<file path="config.mk">
export PLATFORM = sky130hd
export DESIGN_NAME = uart_break_tx
export DESIGN_NICKNAME = d
export VERILOG_FILES = /design/src/rtl/uart_tx_pkg.sv /design/src/rtl/tx_word_fifo.sv /design/src/rtl/tx_frame_shifter.sv /design/src/rtl/tx_irq_select.sv /design/src/rtl/uart_break_tx.sv
export SDC_FILE = /design/constraint.sdc
export NUM_CORES = 1
export LEC_CHECK = 0
export BUFFER_PORTS_ARGS = -buffer_cell sky130_fd_sc_hd__buf_4
export CAP_MARGIN = 15
export CORE_UTILIZATION = 61
export CTS_BUF_LIST = sky130_fd_sc_hd__clkbuf_16
export CTS_CLUSTER_SIZE = 12
export DETAILED_ROUTE_END_ITERATION = 10
export PLACE_DENSITY = 0.85
export SLEW_MARGIN = 20
export SYNTH_ARGS = -nofsm -noshare
export SYNTH_HDL_FRONTEND = slang
export SYNTH_HIERARCHICAL = 1
export SYNTH_SLANG_ARGS = --single-unit
</file>
<file path="constraint.sdc">
create_clock -name clk -period 7.6 [get_ports clk]
set_input_delay 1.14 -clock clk [delete_from_list [all_inputs] [get_ports clk]]
set_output_delay 1.14 -clock clk [all_outputs]
set_load 0.05 [all_outputs]
</file>
<file path="src/rtl/uart_tx_pkg.sv">
// Package: shared encodings and frame sizing for the break-capable transmitter.
// Assumes 8 base data bits; the ninth bit replaces parity when selected.
package uart_tx_pkg;

    localparam int BASE_BITS   = 8;
    localparam int BREAK_ZEROS = 12;
    // Longest frame is the break: start + zeros + stop.
    localparam int FRAME_W     = BREAK_ZEROS + 2;

    typedef enum logic [1:0] {
        PAR_NONE  = 2'b00,
        PAR_EVEN  = 2'b01,
        PAR_ODD   = 2'b10,
        PAR_NONE2 = 2'b11
    } parity_e;

    typedef enum logic [1:0] {
        IRQ_EACH_LOAD = 2'b00,
        IRQ_DRAINED   = 2'b01,
        IRQ_LAST_LOAD = 2'b10,
        IRQ_OFF       = 2'b11
    } irq_mode_e;

endpackage

</file>
<file path="src/rtl/tx_word_fifo.sv">
// Module: tx_word_fifo
// Small first-in first-out queue of transmit words. A push while full is
// dropped. A pop while empty is ignored. Assumes clear is a synchronous flush.
module tx_word_fifo #(
    parameter int WIDTH = 9,
    parameter int DEPTH = 4
) (
    input  logic                           clk,
    input  logic                           rst_n,
    input  logic                           clear,
    input  logic                           push,
    input  logic [WIDTH-1:0]               din,
    input  logic                           pop,
    output logic [WIDTH-1:0]               dout,
    output logic                           full,
    output logic                           empty,
    output logic [$clog2(DEPTH+1)-1:0]     count
);
    localparam int PTR_W = (DEPTH > 1) ? $clog2(DEPTH) : 1;
    localparam int CNT_W = $clog2(DEPTH+1);

    logic [WIDTH-1:0] mem [DEPTH];
    logic [PTR_W-1:0] wr_ptr, rd_ptr;
    logic             push_ok, pop_ok;

    function automatic logic [PTR_W-1:0] ptr_next(input logic [PTR_W-1:0] p);
        return (p == PTR_W'(DEPTH-1)) ? '0 : p + PTR_W'(1);
    endfunction

    assign full    = (count == CNT_W'(DEPTH));
    assign empty   = (count == '0);
    assign push_ok = push && !full;
    assign pop_ok  = pop && !empty;
    assign dout    = mem[rd_ptr];

    // Storage write for accepted pushes.
    always_ff @(posedge clk) begin
        if (push_ok) begin
            mem[wr_ptr] <= din;
        end
    end

    // Pointer and occupancy bookkeeping with flush.
    always_ff @(posedge clk) begin
        if (!rst_n || clear) begin
            wr_ptr <= '0;
            rd_ptr <= '0;
            count  <= '0;
        end else begin
            if (push_ok) wr_ptr <= ptr_next(wr_ptr);
            if (pop_ok)  rd_ptr <= ptr_next(rd_ptr);
            case ({push_ok, pop_ok})
                2'b10:   count <= count + CNT_W'(1);
                2'b01:   count <= count - CNT_W'(1);
                default: count <= count;
            endcase
        end
    end

    assert_count_bound_R1: assert property (@(posedge clk) disable iff (!rst_n)
        count <= CNT_W'(DEPTH));

    assert_drop_when_full_R1: assert property (@(posedge clk) disable iff (!rst_n)
        (full && push && !pop && !clear) |=> (full && $stable(wr_ptr)));

endmodule

</file>
<file path="src/rtl/tx_frame_shifter.sv">
// Module: tx_frame_shifter
// Builds a whole frame as a bit vector at load time and shifts it out LSB
// first, one bit per TICKS_PER_BIT baud enables. A break load replaces the
// frame with start, zeros and stop. Assumes load arrives only when idle or
// together with finish.
module tx_frame_shifter
    import uart_tx_pkg::*;
#(
    parameter int TICKS_PER_BIT = 16
) (
    input  logic           clk,
    input  logic           rst_n,
    input  logic           clear,
    input  logic           baud_tick,
    input  logic           load,
    input  logic           load_brk,
    input  logic [8:0]     din,
    input  logic           nine_bit,
    input  logic [1:0]     parity_sel,
    input  logic           two_stop,
    output logic           busy,
    output logic           line,
    output logic           finish,
    output logic           cur_brk
);
    localparam int LEN_W  = $clog2(FRAME_W+1);
    localparam int TICK_W = (TICKS_PER_BIT > 1) ? $clog2(TICKS_PER_BIT) : 1;

    logic [FRAME_W-1:0] shreg, frame_next;
    logic [LEN_W-1:0]   bits_left, len_next;
    logic [TICK_W-1:0]  tick_cnt;
    logic               bit_end;
    logic               extra, xbit;
    parity_e            par;

    assign par     = parity_e'(parity_sel);
    assign bit_end = busy && baud_tick && (tick_cnt == TICK_W'(TICKS_PER_BIT-1));
    assign finish  = bit_end && (bits_left == LEN_W'(1));
    assign line    = busy ? shreg[0] : 1'b1;

    // Assemble the frame vector and its length for the word being loaded.
    always_comb begin
        extra = 1'b0;
        xbit  = 1'b1;
        if (nine_bit) begin
            extra = 1'b1;
            xbit  = din[8];
        end else if (par == PAR_EVEN) begin
            extra = 1'b1;
            xbit  = ^din[BASE_BITS-1:0];
        end else if (par == PAR_ODD) begin
            extra = 1'b1;
            xbit  = ~^din[BASE_BITS-1:0];
        end
        frame_next              = '1;
        frame_next[0]           = 1'b0;
        frame_next[BASE_BITS:1] = din[BASE_BITS-1:0];
        frame_next[BASE_BITS+1] = extra ? xbit : 1'b1;
        len_next = LEN_W'(BASE_BITS + 2) + LEN_W'(extra) + LEN_W'(two_stop);
        if (load_brk) begin
            frame_next = {1'b1, {(FRAME_W-1){1'b0}}};
            len_next   = LEN_W'(FRAME_W);
        end
    end

    // Frame load, bit timing and shifting.
    always_ff @(posedge clk) begin
        if (!rst_n || clear) begin
            shreg     <= '1;
            bits_left <= '0;
            tick_cnt  <= '0;
            busy      <= 1'b0;
            cur_brk   <= 1'b0;
        end else if (load) begin
            shreg     <= frame_next;
            bits_left <= len_next;
            tick_cnt  <= '0;
            busy      <= 1'b1;
            cur_brk   <= load_brk;
        end else if (bit_end) begin
            shreg     <= {1'b1, shreg[FRAME_W-1:1]};
            bits_left <= bits_left - LEN_W'(1);
            tick_cnt  <= '0;
            if (bits_left == LEN_W'(1)) begin
                busy    <= 1'b0;
                cur_brk <= 1'b0;
            end
        end else if (busy && baud_tick) begin
            tick_cnt <= tick_cnt + TICK_W'(1);
        end
    end

    assert_busy_has_bits_R4: assert property (@(posedge clk) disable iff (!rst_n)
        busy |-> (bits_left != '0));

    assert_no_gap_R6: assert property (@(posedge clk) disable iff (!rst_n)
        (finish && load && !clear) |=> (busy && !line));

endmodule

</file>
<file path="src/rtl/tx_irq_select.sv">
// Module: tx_irq_select
// Picks the transmit interrupt cause from the mode input and registers a
// one-cycle pulse. The enable-rise cause is always active.
module tx_irq_select
    import uart_tx_pkg::*;
(
    input  logic       clk,
    input  logic       rst_n,
    input  logic [1:0] irq_mode,
    input  logic       en_rise,
    input  logic       load,
    input  logic       load_leaves_empty,
    input  logic       drained,
    output logic       irq
);
    irq_mode_e mode;
    logic      cause;

    assign mode = irq_mode_e'(irq_mode);

    // Select the active cause for the current mode.
    always_comb begin
        case (mode)
            IRQ_EACH_LOAD: cause = load;
            IRQ_DRAINED:   cause = drained;
            IRQ_LAST_LOAD: cause = load_leaves_empty;
            default:       cause = 1'b0;
        endcase
    end

    // Register the pulse.
    always_ff @(posedge clk) begin
        if (!rst_n) irq <= 1'b0;
        else        irq <= cause || en_rise;
    end

endmodule

</file>
<file path="src/rtl/uart_break_tx.sv">
// Module: uart_break_tx
// Serial transmitter top: queue, frame shifter, break request flag and
// interrupt selection. Assumes baud_tick is a one-cycle enable and that
// the format inputs change only while shifter_empty is high.
module uart_break_tx
    import uart_tx_pkg::*;
#(
    parameter int DEPTH         = 4,
    parameter int TICKS_PER_BIT = 16
) (
    input  logic       clk,
    input  logic       rst_n,
    input  logic       tx_enable,
    input  logic       invert,
    input  logic       nine_bit,
    input  logic [1:0] parity_sel,
    input  logic       two_stop,
    input  logic [1:0] irq_mode,
    input  logic       brk_set,
    input  logic       baud_tick,
    input  logic       wr_valid,
    input  logic [8:0] wr_data,
    output logic       buf_full,
    output logic       shifter_empty,
    output logic       brk_pending,
    output logic       tx_irq,
    output logic       txd
);
    localparam int CNT_W = $clog2(DEPTH+1);

    logic             clear, push, load, load_brk;
    logic             fifo_empty, busy, line, finish, cur_brk;
    logic [8:0]       head;
    logic [CNT_W-1:0] fifo_count;
    logic             en_prev, en_rise, brk_flag;
    logic             leaves_empty, drained;

    assign clear         = !tx_enable;
    assign push          = wr_valid && tx_enable;
    assign load          = tx_enable && !fifo_empty && (!busy || finish);
    assign load_brk      = brk_flag && !(finish && cur_brk);
    assign en_rise       = tx_enable && !en_prev;
    assign leaves_empty  = load && (fifo_count == CNT_W'(1)) && !(push && !buf_full);
    assign drained       = finish && fifo_empty;
    assign shifter_empty = !busy && fifo_empty;
    assign brk_pending   = brk_flag;
    assign txd           = line ^ invert;

    tx_word_fifo #(.WIDTH(9), .DEPTH(DEPTH)) i_fifo (
        .clk   (clk),
        .rst_n (rst_n),
        .clear (clear),
        .push  (push),
        .din   (wr_data),
        .pop   (load),
        .dout  (head),
        .full  (buf_full),
        .empty (fifo_empty),
        .count (fifo_count)
    );

    tx_frame_shifter #(.TICKS_PER_BIT(TICKS_PER_BIT)) i_shifter (
        .clk        (clk),
        .rst_n      (rst_n),
        .clear      (clear),
        .baud_tick  (baud_tick),
        .load       (load),
        .load_brk   (load_brk),
        .din        (head),
        .nine_bit   (nine_bit),
        .parity_sel (parity_sel),
        .two_stop   (two_stop),
        .busy       (busy),
        .line       (line),
        .finish     (finish),
        .cur_brk    (cur_brk)
    );

    tx_irq_select i_irq (
        .clk               (clk),
        .rst_n             (rst_n),
        .irq_mode          (irq_mode),
        .en_rise           (en_rise),
        .load              (load),
        .load_leaves_empty (leaves_empty),
        .drained           (drained),
        .irq               (tx_irq)
    );

    // Remember the previous enable for rise detection.
    always_ff @(posedge clk) begin
        if (!rst_n) en_prev <= 1'b0;
        else        en_prev <= tx_enable;
    end

    // Break request: set by request, cleared by break completion or disable.
    always_ff @(posedge clk) begin
        if (!rst_n || !tx_enable)  brk_flag <= 1'b0;
        else if (brk_set)          brk_flag <= 1'b1;
        else if (finish && cur_brk) brk_flag <= 1'b0;
    end

    assert_disable_clears_R11: assert property (@(posedge clk) disable iff (!rst_n)
        !tx_enable |=> (shifter_empty && !buf_full && !brk_pending));

    assert_idle_level_R10: assert property (@(posedge clk) disable iff (!rst_n)
        shifter_empty |-> (txd == !invert));

    assert_full_not_empty_R3: assert property (@(posedge clk) disable iff (!rst_n)
        shifter_empty |-> !buf_full);

    assert_break_selfclear_R9: assert property (@(posedge clk) disable iff (!rst_n)
        (finish && cur_brk && !brk_set) |=> !brk_pending);

    assert_irq_has_cause_R7: assert property (@(posedge clk) disable iff (!rst_n)
        tx_irq |-> $past(load || finish || en_rise));

endmodule

</file>
Yosys cells after proc, flatten, opt, wreduce, memory -nomap -nowiden --
Memory sizes are Yosys's and may differ from the RTL's. A register that Yosys moved wholly into a read port is not among the register bits. Cells that the tools add are included.
Storage, ports and cells: bits in registers 34, RAM bits 36, output and inout port bits 5, logic and storage cells 97, memories 1
Memories:
- i_fifo.mem | depth 4, width 9, read ports 1, clocked after memory_dff 1, wr ports 1, RTL line tx_word_fifo.sv:22 | logic [WIDTH-1:0] mem [DEPTH];
Operators by class: add/subtract/negate cells 8, eq/ne operators 12, multiplexer cells 28, bitwise gates (word level) 1, reduce and logical (&&, ||, !) cells 36
Operator list (number):
- 14-bit two-way mux | 2
- 1-bit two-way mux | 16
- 1-bit logical AND | 15
- 13-bit two-way mux | 1
- 4-bit two-way mux | 3
- 2-bit equality test, second input constant | 5
- 1-bit zero test | 8
- 2-bit two-way mux | 4
- 2-bit nonzero test | 4
- 8-bit XNOR reduction | 1
- 8-bit parity | 1
- 2-bit by 1-bit equality test with 1-bit output, second input constant | 3
- 3-bit one-hot mux with 2 select lines | 1
- 2-bit by 1-bit adder with 2-bit output, second input constant | 2
- 4-bit by 1-bit adder with 4-bit output | 1
- 4-bit by 1-bit adder with 4-bit output, first input constant | 1
- 4-bit by 1-bit adder with 4-bit output, second input constant | 1
- 4-bit by 1-bit equality test with 1-bit output, second input constant | 1
- 4-bit equality test, second input constant | 1
- 4-bit by 1-bit subtractor with 4-bit output, second input constant | 1
- 3-bit by 1-bit adder with 3-bit output, second input constant | 1
- 3-bit by 1-bit equality test with 1-bit output, second input constant | 1
- 3-bit equality test, second input constant | 1
- 3-bit zero test | 1
- other kinds (7) | 9

Logic depth before layout (Yosys ltp) --
Gate-level depths: netlist of run 1.
depth after elaboration 9, depth in mapped cells 13, depth with buffers taken out 13

Hierarchy --
Netlist of run 1, hierarchy kept.
Modules (own cells, without submodules):
- tx_word_fifo | times used 1, cells an instance 102, area an instance 1786.7 µm²
- tx_frame_shifter | times used 1, cells an instance 140, area an instance 1285.0 µm²
- uart_break_tx | times used 1, cells an instance 16, area an instance 132.6 µm²
- tx_irq_select | times used 1, cells an instance 7, area an instance 65.1 µm²

Least setup slack after synthesis of run 1 --
Ideal clock, no wire load.
kind input port to flip-flop, from input baud_tick, to register i_fifo.count[2], library setup time 0.070 ns, data arrival time 3.645 ns, slack 3.884 ns, cell stages on the path 13, path buffers 0, cells stage by stage and3_4 -> nand3_1 -> nor4b_2 -> inv_1 -> a211oi_2 -> o31ai_1 -> inv_1 -> ha_1 -> inv_1 -> fa_1 -> xor2_1 -> or3_2 -> a21oi_1
On the way: word-level cells in the longest chain between the ends 8, elaborated cells on any way between the ends 10, classes of those cells eq/ne (2); mux (1); reduce/logical (7)
RTL lines:
- start: declaration | RTL line uart_break_tx.sv:20 | input logic baud_tick,
- 1-bit logical AND (*) (2 in a row) | RTL line tx_frame_shifter.sv:37 | assign bit_end = busy && baud_tick && (tick_cnt == TICK_W'(TICKS_PER_BIT-1));
- 1-bit logical AND (*) | RTL line tx_frame_shifter.sv:38 | assign finish = bit_end && (bits_left == LEN_W'(1));
- via finish | RTL line uart_break_tx.sv:32 | logic fifo_empty, busy, line, finish, cur_brk;
- 1-bit logical OR (*) | RTL line uart_break_tx.sv:40 | assign load = tx_enable && !fifo_empty && (!busy || finish);
- 1-bit logical AND (*) | RTL line uart_break_tx.sv:40
- via load | RTL line uart_break_tx.sv:31 | logic clear, push, load, load_brk;
- 1-bit logical AND (*) | RTL line tx_word_fifo.sv:33 | assign pop_ok = pop && !empty;
- via i_fifo.pop_ok | RTL line tx_word_fifo.sv:24 | logic push_ok, pop_ok;
- 2-bit by 1-bit equality test with 1-bit output / 2-bit equality test (equally long branches) | RTL line tx_word_fifo.sv:52 | case ({push_ok, pop_ok})
- 3-bit one-hot mux with 2 select lines / 2-bit nonzero test (equally long branches)
- end signal: assignment | RTL line tx_word_fifo.sv:53 | 2'b10: count <= count + CNT_W'(1);
- end signal: assignment | RTL line tx_word_fifo.sv:54 | 2'b01: count <= count - CNT_W'(1);
- end signal: assignment | RTL line tx_word_fifo.sv:55 | default: count <= count;
- end: declaration | RTL line tx_word_fifo.sv:17 | output logic [$clog2(DEPTH+1)-1:0] count
Mark *: on every way through the listed nets, which the timed path passes. The rest lies on a longest branch. A chain may end at the register's enable or synchronous reset.

Worst setup path in the final report of run 1 --
Ends and elaborated chain as after synthesis.

==> results.md, run 1 <==
- Full die area: 0.00566 mm^2
- Run status: finished clean
- Mapped cell area: 0.00327 mm^2
- Reg clk slew, reported paths: 50 ps
- Worst-Margin Slew: 947 ps
- Ports: 27
- Post-Route Setup TNS: 0 ps
- Distinct cells, synth: 53
- Final Hold Fails: 0
- Top FF cell, synth: edfxtp_1
- Initial antenna violation count: 0
- Final Setup Violations: 0
- Number of port buffers: 26
- Tightest Hold Check Type: reg -> reg
- Power density over the cells: 238 mW/mm^2
- DRC viols: 0
- WL/cell: 16.1 um
- Post-CTS Resized: 0
- Hold Path Stages: 2
- Post-synth EDFFs: 36
- Ys Warns: 6
- Post-CTS setup repair buffer count: 0
- Routed Antenna Nets: 0
- CTS tree: yes
- Layout cells sized above 1: 24.2%
- Fin util: 74.1%
- Unrepaired setup endpoints after global routing: false
- Setup WS pre-CTS: 3420 ps
- H-tree level count: 3
- Inserted Diodes: 0
- Synth Instances: 265
- Hold endpoint: i_shifter/tick_cnt[1]
- Syn_area_per_cell: 12.3 um^2
- Pleak: 1.36 nW
- MaxCap Viol Count: 0
- Flops & latches, synth: 71
- Reg2reg end: i_fifo/count[2]
- Root Buffer: clkbuf_16
- Fin crit period: 3890 ps
- Net Count, Synth: 300
- Setup CP Type: in -> reg
- Vias per cell: 5.72
- CP max FO: 20
- Sequential share of the synthesized area: 54.5%
- R2R cell count: 14
- Fin nets: 327
- Worst rel slew slack: 36.6%
- Starting Density: 63.6%
- Final Skew: 7.67 ps
- Commonest cells after routing, fill and taps aside: 36 x edfxtp_1, 35 x dfxtp_1, 27 x buf_4
- Global route total overflow: 0
- Die Width: 75.2 um
- Fmax: 257 MHz
- Post-Route WL: 5.89 mm
- RR Startpoint: i_shifter/busy
- Detailed Route Iter0 Violations: 127
- First-pass GRT wire length: 9.35 mm
- Die Y: 75.2 um
- Commonest non-fill, non-tap cell in the layout: edfxtp_1
- Clk buf depth: 2
- Worst skew pair latency: 330 ps
- P&R area growth vs syn: 16.5%
- Period utilisation layout: 51.2%
- Worst Setup Start Kind: input port
- Placer Congestion: 0.776
- First-pass iteration count of the detailed router: 4
- Critical Path AT: 4150 ps
- Clk sinks: 71
- Vias after detailed routing: 2101
- Worst endpoint required time: 7860 ps
- Reg-to-reg setup timing slack: 4090 ps
- Detailed Place HPWL: 3.93 mm
- Critical path capture point type: register
- Vias in the first global route: 1981
- Total CTS buffers: 9
- Slew Limit Fails: 0
- Core ar.: 0.00514 mm^2
- Row count: 26
- Crit path launch: baud_tick
- Async SR Flop Fraction: 0%
- # hold bufs at CTS: 0
- Total GRT Usage: 23.4%
- Pin count of the biggest net entering global routing: 21
- Setup ws final: 3710 ps
- Max VDD drop: 0.000269 V
- Hold Crit Start: i_shifter/tick_cnt[1]
## power breakdown
group	switching [mW]	internal (mW)
clock network	0.159	0.288
logic	0.0277	0.0216
registers	0.00220	0.407
total	0.188	0.717
## cells in the mapped netlist (all sizes together), types with 5 or more instances
cell type,count,share of area (%)
edfxtp,36,33
nor2,13,1.7
nand3,6,0.92
xnor2,9,2.4
nand2,16,1.8
buf,8,1.8
nor2b,6,1.1
dfxtp,35,21
ha,12,4.6
nor3,10,1.5
inv,17,2.0
and3,6,1.6
o21ai,12,1.8
mux4,9,6.2
a21oi,13,2.1
nand2b,5,0.96
xor2,6,1.6
a221oi,8,3.5
## routing by layer
layer | wire (um) | GRT usage (%) | vias up
met5 | 0 | 0 | -
met4 | 86 | 9.67 | 0
met3 | 183 | 7.10 | 7
met2 | 2940 | 38.1 | 39
met1 | 2680 | 29.4 | 1027
li1 | - | - | 1028
## final cells by class
class | instances | area [um^2]
clock buffer | 9 | 225
tap | 70 | 87.6
inverter | 17 | 63.8
multi-input combinational | 166 | 1350
clock inverter | 7 | 97.6
fill | 363 | 1330
sequential | 71 | 1780
timing repair buffer | 27 | 203
## registers in the layout, indices dropped and copies added (netlist names), named ones only
| signal | count |
|---|---|
| i_fifo/wr_ptr | 2 |
| i_shifter/bits_left | 4 |
| i_fifo/mem | 36 |
| en_prev | 1 |
| i_fifo/rd_ptr | 2 |
| i_shifter/cur_brk | 1 |
| brk_pending | 1 |
| i_shifter/busy | 1 |
| i_shifter/shreg | 13 |
| i_shifter/tick_cnt | 4 |
| i_irq/irq | 1 |
| i_fifo/count | 3 |
## worst max path at each step
stage | end | slack [ps]
3_3_place_gp | i_fifo/count[2] | 3490
5_1_grt | i_fifo/count[2] | 3400
6_report | i_fifo/count[2] | 3710
3_5_place_dp | i_fifo/count[2] | 3420
2_1_floorplan | i_fifo/count[2] | 3880
4_1_cts | i_fifo/count[2] | 3750
## critical path, stage by stage
cell and delay (ps):
buf_4 100, and3_4 200, nand3_1 110, nor4b_2 420, inv_1 90, a211oi_2 220, buf_4 270, o31ai_1 180
inv_1 90, ha_1 180, inv_1 60, fa_1 370, xor2_1 160, or3_2 410, a21oi_1 140
## per-stage QoR
| stage | area, um^2 | hold WS [ps] | cells | power (mW) |
|---|---|---|---|---|
| after floorplan | 3270 | 445 | 265 | 0.448 |
| after global placement | 3490 | 461 | 351 | 0.465 |
| after detailed placement | 3490 | 477 | 351 | 0.466 |
| after CTS | 3810 | 484 | 367 | 0.915 |
| after global routing | 3810 | 517 | 367 | 0.933 |
| final | 3810 | 482 | 367 | 0.905 |
## logic make-up (layout without fill, tap and decap cells)
| logic type | after synthesis | count (layout) | synth area share (%) |
|---|---|---|---|
| compound gates | 44 | 44 | 10.3 |
| xor+xnor | 15 | 15 | 4.02 |
| fa+ha+maj | 13 | 13 | 5.20 |
| buf+inv | 28 | 60 | 4.17 |
| flops | 71 | 71 | 54.5 |
| mux | 15 | 15 | 8.11 |
| simple gates | 79 | 79 | 13.7 |
No activity file was read; power rests on OpenSTA's default activity.
==> inputs of run 2 (changes only) <==
--- a/config.mk
+++ b/config.mk
@@ -5,13 +5,14 @@
 export SDC_FILE = /design/constraint.sdc
 export NUM_CORES = 1
 export LEC_CHECK = 0
+export ABC_AREA = 1
 export BUFFER_PORTS_ARGS = -buffer_cell sky130_fd_sc_hd__buf_4
 export CAP_MARGIN = 15
-export CORE_UTILIZATION = 61
+export CORE_UTILIZATION = 60
 export CTS_BUF_LIST = sky130_fd_sc_hd__clkbuf_16
 export CTS_CLUSTER_SIZE = 12
 export DETAILED_ROUTE_END_ITERATION = 10
-export PLACE_DENSITY = 0.85
+export PLACE_DENSITY = 0.84
 export SLEW_MARGIN = 20
 export SYNTH_ARGS = -nofsm -noshare
 export SYNTH_HDL_FRONTEND = slang
==> constraint.sdc (replaced) <==
create_clock -name clk -period 3.65 [get_ports clk]
set_input_delay 0.5475 -clock clk [delete_from_list [all_inputs] [get_ports clk]]
set_output_delay 0.5475 -clock clk [all_outputs]
set_load 0.05 [all_outputs]
==> results.md, run 2 <==
- P_sw: 0.435 mW (+130%)
- CP max stage cell: fa_1
- Largest Register: i_fifo/mem
- Yosys top cell area share: 30.7% (-2.3 points)
- Ys Warns: 6 (unchanged)
- Inserted Diodes: 0 (unchanged)
- Setup WS pre-CTS: 797 ps (-2630 ps)
- Vias after detailed routing: 2695 (+28%)
- CP max FO: 4 (-80%)
- P&R area growth vs syn: 15.2%
- Starting Density: 63.1% (-0.51 points)
- Crit path largest cell delay: 380 ps (-40 ps)
- Final Skew: 6.32 ps (-1.35 ps)
- Sequential share of the synthesized area: 50.7% (-3.8 points)
- CTS tree: yes
- Max reg flops: 36 (unchanged)
- Final Hold Fails: 0 (unchanged)
- Commonest non-fill, non-tap cell in the layout: nand2_1
- Clk buf depth: 2 (unchanged)
- Distinct cells, synth: 39 (-26%)
- Vias in the first global route: 2606 (+32%)
- Total power: 1.88 mW (+110%)
- Max VDD drop: 0.000357 V (+33%)
- Routed Antenna Nets: 0 (unchanged)
- Setup ws final: 726 ps (-2980 ps)
- R2R cell count: 18 (+4)
- Die Y: 78.6 um (+4.5%)
- Global route total overflow: 0 (unchanged)
- Row count: 27 (+3.8%)
- Reg clk slew, reported paths: 60 ps (about the same)
- Setup CP Type: reg -> reg
- Period utilisation layout: 80.1%
- Fin crit period: 2920 ps
- Root Buffer: clkbuf_16
- Slew Limit Fails: 0 (unchanged)
- Most frequent cells after synthesis: 81 x nand2_1, 62 x inv_1, 36 x edfxtp_1, 36 x nor2_1, 35 x dfxtp_1
- Layout cells sized above 1: 19.3% (-5.0 points)
- Worst Setup Start Kind: register
- Post-CTS setup repair buffer count: 0 (unchanged)
- Worst-Margin Slew: 837 ps (-110 ps)
- Final Setup Violations: 0 (unchanged)
- Flops & latches, synth: 71 (unchanged)
- Critical Path AT: 3190 ps (-960 ps)
- Core ar.: 0.00557 mm^2 (+8.4%)
- Post-Route Setup TNS: 0 ps (unchanged)
- Die Width: 78.6 um (+4.5%)
- Worst endpoint required time: 3920 ps (-3940 ps)
- Pleak: 1.76 nW (+30%)
- H-tree level count: 3 (unchanged)
- Async SR Flop Fraction: 0% (unchanged)
- Critical path capture point type: register
- Power density over the cells: 463 mW/mm^2 (+95%)
- Unrepaired setup endpoints after global routing: false
- Mapped cell area: 0.00352 mm^2 (+7.6%)
- WL/cell: 13.4 um (-17%)
- Vias per cell: 5.36 (-6.4%)
- Post-Route WL: 6.74 mm (+14%)
- Sw Share: 23.2% (+2.4 points)
- Syn_area_per_cell: 8.90 um^2 (-28%)
- Clk sinks: 71 (unchanged)
- Crit path cell chain: ha_1, nand4_2, nor2_1, nand4_1, inv_1, inv_1, nand2_1, and2_1, nand2_1, inv_1, ha_1, inv_1, fa_1, nand2_1, nand3_1, nand2_1, inv_1, nor2_1
- Detailed Route Iter0 Violations: 114 (-10%)
- Fin nets: 461 (+41%)
- Worst skew pair latency: 330 ps (about the same)
- Detailed Place HPWL: 4.54 mm (+16%)
- First-pass GRT wire length: 11.5 mm (+23%)
- Number of port buffers: 26 (unchanged)
- Part of the power in registers: 45.8% (+0.6 points)
- Internal power: 1.44 mW (+100%)
- Pin count of the biggest net entering global routing: 21 (unchanged)
- Top area cells in the synthesized netlist: edfxtp_1 31%, dfxtp_1 20%, nand2_1 8.6%
- Largest registers: i_fifo/mem: 36 flops, i_shifter/shreg: 13 flops
- Worst rel slew slack: 44.0% (+7.4 points)
- DRC viols: 0 (unchanged)
- Hold_ws: 414 ps (-67.9 ps)
- Total CTS buffers: 9 (unchanged)
- Synth Instances: 395 (+49%)
- Full die area: 0.00617 mm^2 (+9.1%)
- Gate power share: 7.8% (+2.3 points)
- Hold Path Stages: 1 (-1)
- Top FF cell, synth: edfxtp_1
- # hold bufs at CTS: 0 (unchanged)
- Placer Congestion: 0.795 (+2.5%)
- Net Count, Synth: 430 (+43%)
- Post-synth EDFFs: 36 (unchanged)
- Tightest Hold Check Type: in -> reg
- Fmax: 342 MHz
- Ports: 27 (unchanged)
- Post-CTS Resized: 0 (unchanged)
- Commonest cells after routing, fill and taps aside: 81 x nand2_1, 62 x inv_1, 36 x nor2_1, 36 x edfxtp_1, 35 x dfxtp_1
- Run status: finished clean
- Total GRT Usage: 24.8% (+1.4 points)
- Clock power share: 46.5% (-2.8 points)
- Initial antenna violation count: 0 (unchanged)
- Area leader, netlist: edfxtp_1
- First-pass iteration count of the detailed router: 5 (+1)
- Most common cell in the netlist: nand2_1
- CP most frequent cell: inv_1
- MaxCap Viol Count: 0 (unchanged)
-- run 2: path summary, 6_finish.rpt --
| path | startpoint | endpoint | slack [ps] |
|---|---|---|---|
| worst max-delay path | i_shifter/tick_cnt[0] | i_fifo/count[2] | 730 |
| worst min-delay path | wr_data[3] | i_fifo/mem[0][3] | 410 |
| worst max register to register | i_shifter/tick_cnt[0] | i_fifo/count[2] | 730 |
| worst min register to register | i_shifter/cur_brk | i_shifter/cur_brk | 460 |
-- run 2: worst max-delay path, delay by kind of cell (launching register included) --
family                   cells  cell delay, ps
adder cells (fa/ha/maj)      3             780
flip-flops                   1             370
AND/OR/NAND/NOR             10            1320
buffers and inverters        5             410
-- run 2: area by class of cell --
class / count / area (um^2)
clock buffer: 9 / 225
multi-input combinational: 250 / 1410
timing repair buffer: 27 / 203
clock inverter: 7 / 77.6
fill: 391 / 1520
sequential: 71 / 1780
tap: 72 / 90.1
inverter: 67 / 262
-- run 2: cell families (layout without fill, tap and decap cells) --
group           after synthesis  count (layout)  share of synthesized area (%)
buf+inv                      74             110                           9.21
xor+xnor                      4               4                          0.996
simple gates                157             157                           20.1
flops                        71              71                           50.7
compound gates               76              76                           14.2
fa+ha+maj                    13              13                           4.84
-- run 2: layer usage --
metal / routed length [um] / track usage (%)
met5: 0 / 0
met4: 123 / 10.0
met3: 331 / 8.14
met2: 3440 / 41.6
met1: 2850 / 29.3
-- run 2: per-stage QoR --
step | utilization, % | area [um^2] | std cells
after floorplan | - | 3520 | 395
after global placement | 67.2 | 3750 | 487
after detailed placement | 67.2 | 3750 | 487
after CTS | 72.7 | 4050 | 503
after global routing | 72.7 | 4050 | 503
final | 72.7 | 4050 | 503
-- run 2: power by group through the flow --
stage	registers (mW)	clock network, mW	logic, mW
detailed placement	0.876	0	0.143
global placement	0.875	0	0.139
global route	0.860	0.921	0.163
floorplan	0.879	0	0.0921
CTS	0.859	0.881	0.145
finish	0.859	0.872	0.146
==> inputs of run 3 (changes only) <==
--- a/config.mk
+++ b/config.mk
@@ -5,14 +5,14 @@
 export SDC_FILE = /design/constraint.sdc
 export NUM_CORES = 1
 export LEC_CHECK = 0
-export ABC_AREA = 1
+export ABC_AREA = 0
 export BUFFER_PORTS_ARGS = -buffer_cell sky130_fd_sc_hd__buf_4
 export CAP_MARGIN = 15
-export CORE_UTILIZATION = 60
+export CORE_UTILIZATION = 59
 export CTS_BUF_LIST = sky130_fd_sc_hd__clkbuf_16
 export CTS_CLUSTER_SIZE = 12
 export DETAILED_ROUTE_END_ITERATION = 10
-export PLACE_DENSITY = 0.84
+export PLACE_DENSITY = 0.83
 export SLEW_MARGIN = 20
 export SYNTH_ARGS = -nofsm -noshare
 export SYNTH_HDL_FRONTEND = slang
==> constraint.sdc (replaced) <==
create_clock -name clk -period 3 [get_ports clk]
set_input_delay 0.45 -clock clk [delete_from_list [all_inputs] [get_ports clk]]
set_output_delay 0.45 -clock clk [all_outputs]
set_load 0.05 [all_outputs]
==> results.md, run 3 (same netlist as run 1, synthesis figures left out) <==
- Detailed Place HPWL: 4.06 mm (-11%)
- Run status: finished clean
- Final Setup Violations: 0 (unchanged)
- First-pass GRT wire length: 10.3 mm (-10%)
- H-tree level count: 3 (unchanged)
- First-pass iteration count of the detailed router: 5 (unchanged)
- P&R area growth vs syn: 19.7%
- Period utilisation layout: 93.1% (+13 points)
- Worst endpoint required time: 3260 ps (-660 ps)
- Final Skew: 4.99 ps (-1.33 ps)
- Vias after detailed routing: 2155 (-20%)
- CP delay by family, top: simple AND/OR/NAND/NOR gates
- CP most frequent cell: inv_1
- Ports: 27 (unchanged)
- Post-Route Setup TNS: 0 ps (unchanged)
- # hold bufs at CTS: 0 (unchanged)
- Commonest cells after routing, fill and taps aside: 37 x buf_4, 36 x edfxtp_1, 32 x dfxtp_1
- CTS tree: yes
- Pleak: 1.40 nW (-21%)
- Power density over the cells: 581 mW/mm^2 (+25%)
- Crit path cell chain: ha_4, nand3_2, nor4b_4, inv_1, a211oi_2, o31ai_2, inv_1, ha_2, inv_1, fa_1, xor2_1, or3_2, a21oi_1
- Worst path bufs/invs: 3 (-2)
- Clk sinks: 71 (unchanged)
- Fin crit period: 2790 ps (-132 ps)
- Max reg flops: 36 (unchanged)
- Vias per cell: 5.72 (+6.7%)
- RR Startpoint: i_shifter/tick_cnt[0]
- Final Hold Fails: 0 (unchanged)
- Number of port buffers: 26 (unchanged)
- Unrepaired setup endpoints after global routing: false
- CP max stage cell: or3_2
- Core ar.: 0.00524 mm^2 (-6.0%)
- Slew Limit Fails: 0 (unchanged)
- Vias in the first global route: 2171 (-17%)
- Max VDD drop: 0.000572 V (+60%)
- Pin count of the biggest net entering global routing: 20 (-4.8%)
- Commonest non-fill, non-tap cell in the layout: buf_4
- Fin nets: 337 (-27%)
- Routed Antenna Nets: 0 (unchanged)
- Reg2reg end: i_fifo/count[2]
- Largest Register: i_fifo/mem
- Hold Crit Start: wr_data[4]
- Worst rel slew slack: 43.8% (-0.18 points)
- Total GRT Usage: 23.2% (-1.7 points)
- Multi-input logic area: 0.00139 mm^2 (-1.9%)
- Row count: 26 (-3.7%)
- Hold Path Stages: 1 (unchanged)
- Critical path capture point type: register
- Setup CP Type: reg -> reg
- R2R cell count: 13 (-5)
- Root Buffer: clkbuf_16
- CP max FO: 3 (-1)
- Worst-Margin Slew: 841 ps (+4.02 ps)
- Sequential Area: 0.00179 mm^2 (+0.21%)
- Fin util: 74.7% (+2.0 points)
- Reg clk slew, reported paths: 60 ps (about the same)
- Placer Congestion: 0.787 (-1.0%)
- WL/cell: 16.6 um (+24%)
- Total CTS buffers: 9 (unchanged)
- Fmax: 358 MHz (+4.7%)
- Initial antenna violation count: 0 (unchanged)
- DRC viols: 0 (unchanged)
- Critical Path AT: 3060 ps (-130 ps)
- Detailed Route Iter0 Violations: 126 (+11%)
- Filler cell count: 324 (-17%)
- Global route total overflow: 0 (unchanged)
- Reg-to-reg setup timing slack: 210 ps (-520 ps)
- Largest registers: i_fifo/mem: 36 flops, i_shifter/shreg: 13 flops
- Post-CTS Resized: 0 (unchanged)
- Full die area: 0.00584 mm^2 (-5.3%)
- Inserted Diodes: 0 (unchanged)
- Post-CTS setup repair buffer count: 0 (unchanged)
- Tightest Hold Check Type: in -> reg
- Hold endpoint: i_fifo/mem[2][4]
- Worst skew pair latency: 330 ps (about the same)
- Die Y: 76.4 um (-2.7%)
- Worst Setup Start Kind: register
- MaxCap Viol Count: 0 (unchanged)
- Layout cells sized above 1: 29.3% (+10 points)
- Clk buf depth: 2 (unchanged)
- Starting Density: 62.4% (-0.68 points)
- Post-Route WL: 6.27 mm (-7.0%)
- Die Width: 76.4 um (-2.7%)
- Crit path largest cell delay: 400 ps (+20 ps)
run 3: metal layers:
layer	GRT usage, %	share of wire (%)	up-vias
li1	-	-	1042
met1	27.9	43	1064
met2	40.4	53	38
met3	4.67	2.8	11
met4	9.81	1.6	0
met5	0	0	-
run 3: per-stage QoR:
step | power [mW] | worst slack, ps | area [um^2] | instances | hold WS (ps)
floorplan | 1.13 | 30.3 | 3280 | 265 | 445
global placement | 1.18 | 28.5 | 3580 | 361 | 463
detailed placement | 1.19 | -33.5 | 3580 | 361 | 476
CTS | 2.28 | 87.5 | 3890 | 377 | 310
global route | 2.33 | 5.44 | 3910 | 377 | 308
finish | 2.27 | 208 | 3910 | 377 | 315
run 3: worst max path at each step:
stage,start,endpoint,slack (ps),cells past startpoint
after CTS,i_shifter/tick_cnt[0],i_fifo/count[2],90,13
after detailed placement,baud_tick,i_fifo/count[2],-30,14
after global placement,baud_tick,i_fifo/count[2],30,14
after global routing,i_shifter/tick_cnt[0],i_fifo/count[2],5,13
after floorplan,baud_tick,i_fifo/count[2],30,13
final,i_shifter/tick_cnt[0],i_fifo/count[2],210,13
run 3: where the power goes:
part           internal [mW]  switching (mW)  total (mW)
Combinational         0.0580          0.0723       0.130
Sequential              1.03         0.00593        1.04
Clock                  0.665           0.440        1.11
Total                   1.75           0.519        2.27
run 3: layout make-up:
type                            count  area share, %
Inverter                           17           1.63
Tap cell                           70           2.24
Clock inverter                      7           2.24
Sequential cell                    71           45.6
Timing Repair Buffer               37           7.10
Clock buffer                        9           5.76
Multi-Input combinational cell    166           35.4
run 3: worst reg2reg max path: cells and delay by family (launching register included):
kind | cells | cell delay [ps]
simple gates | 3 | 750
compound gates | 3 | 540
buf+inv | 3 | 200
xor+xnor | 1 | 160
fa+ha+maj | 3 | 700
flops | 1 | 380
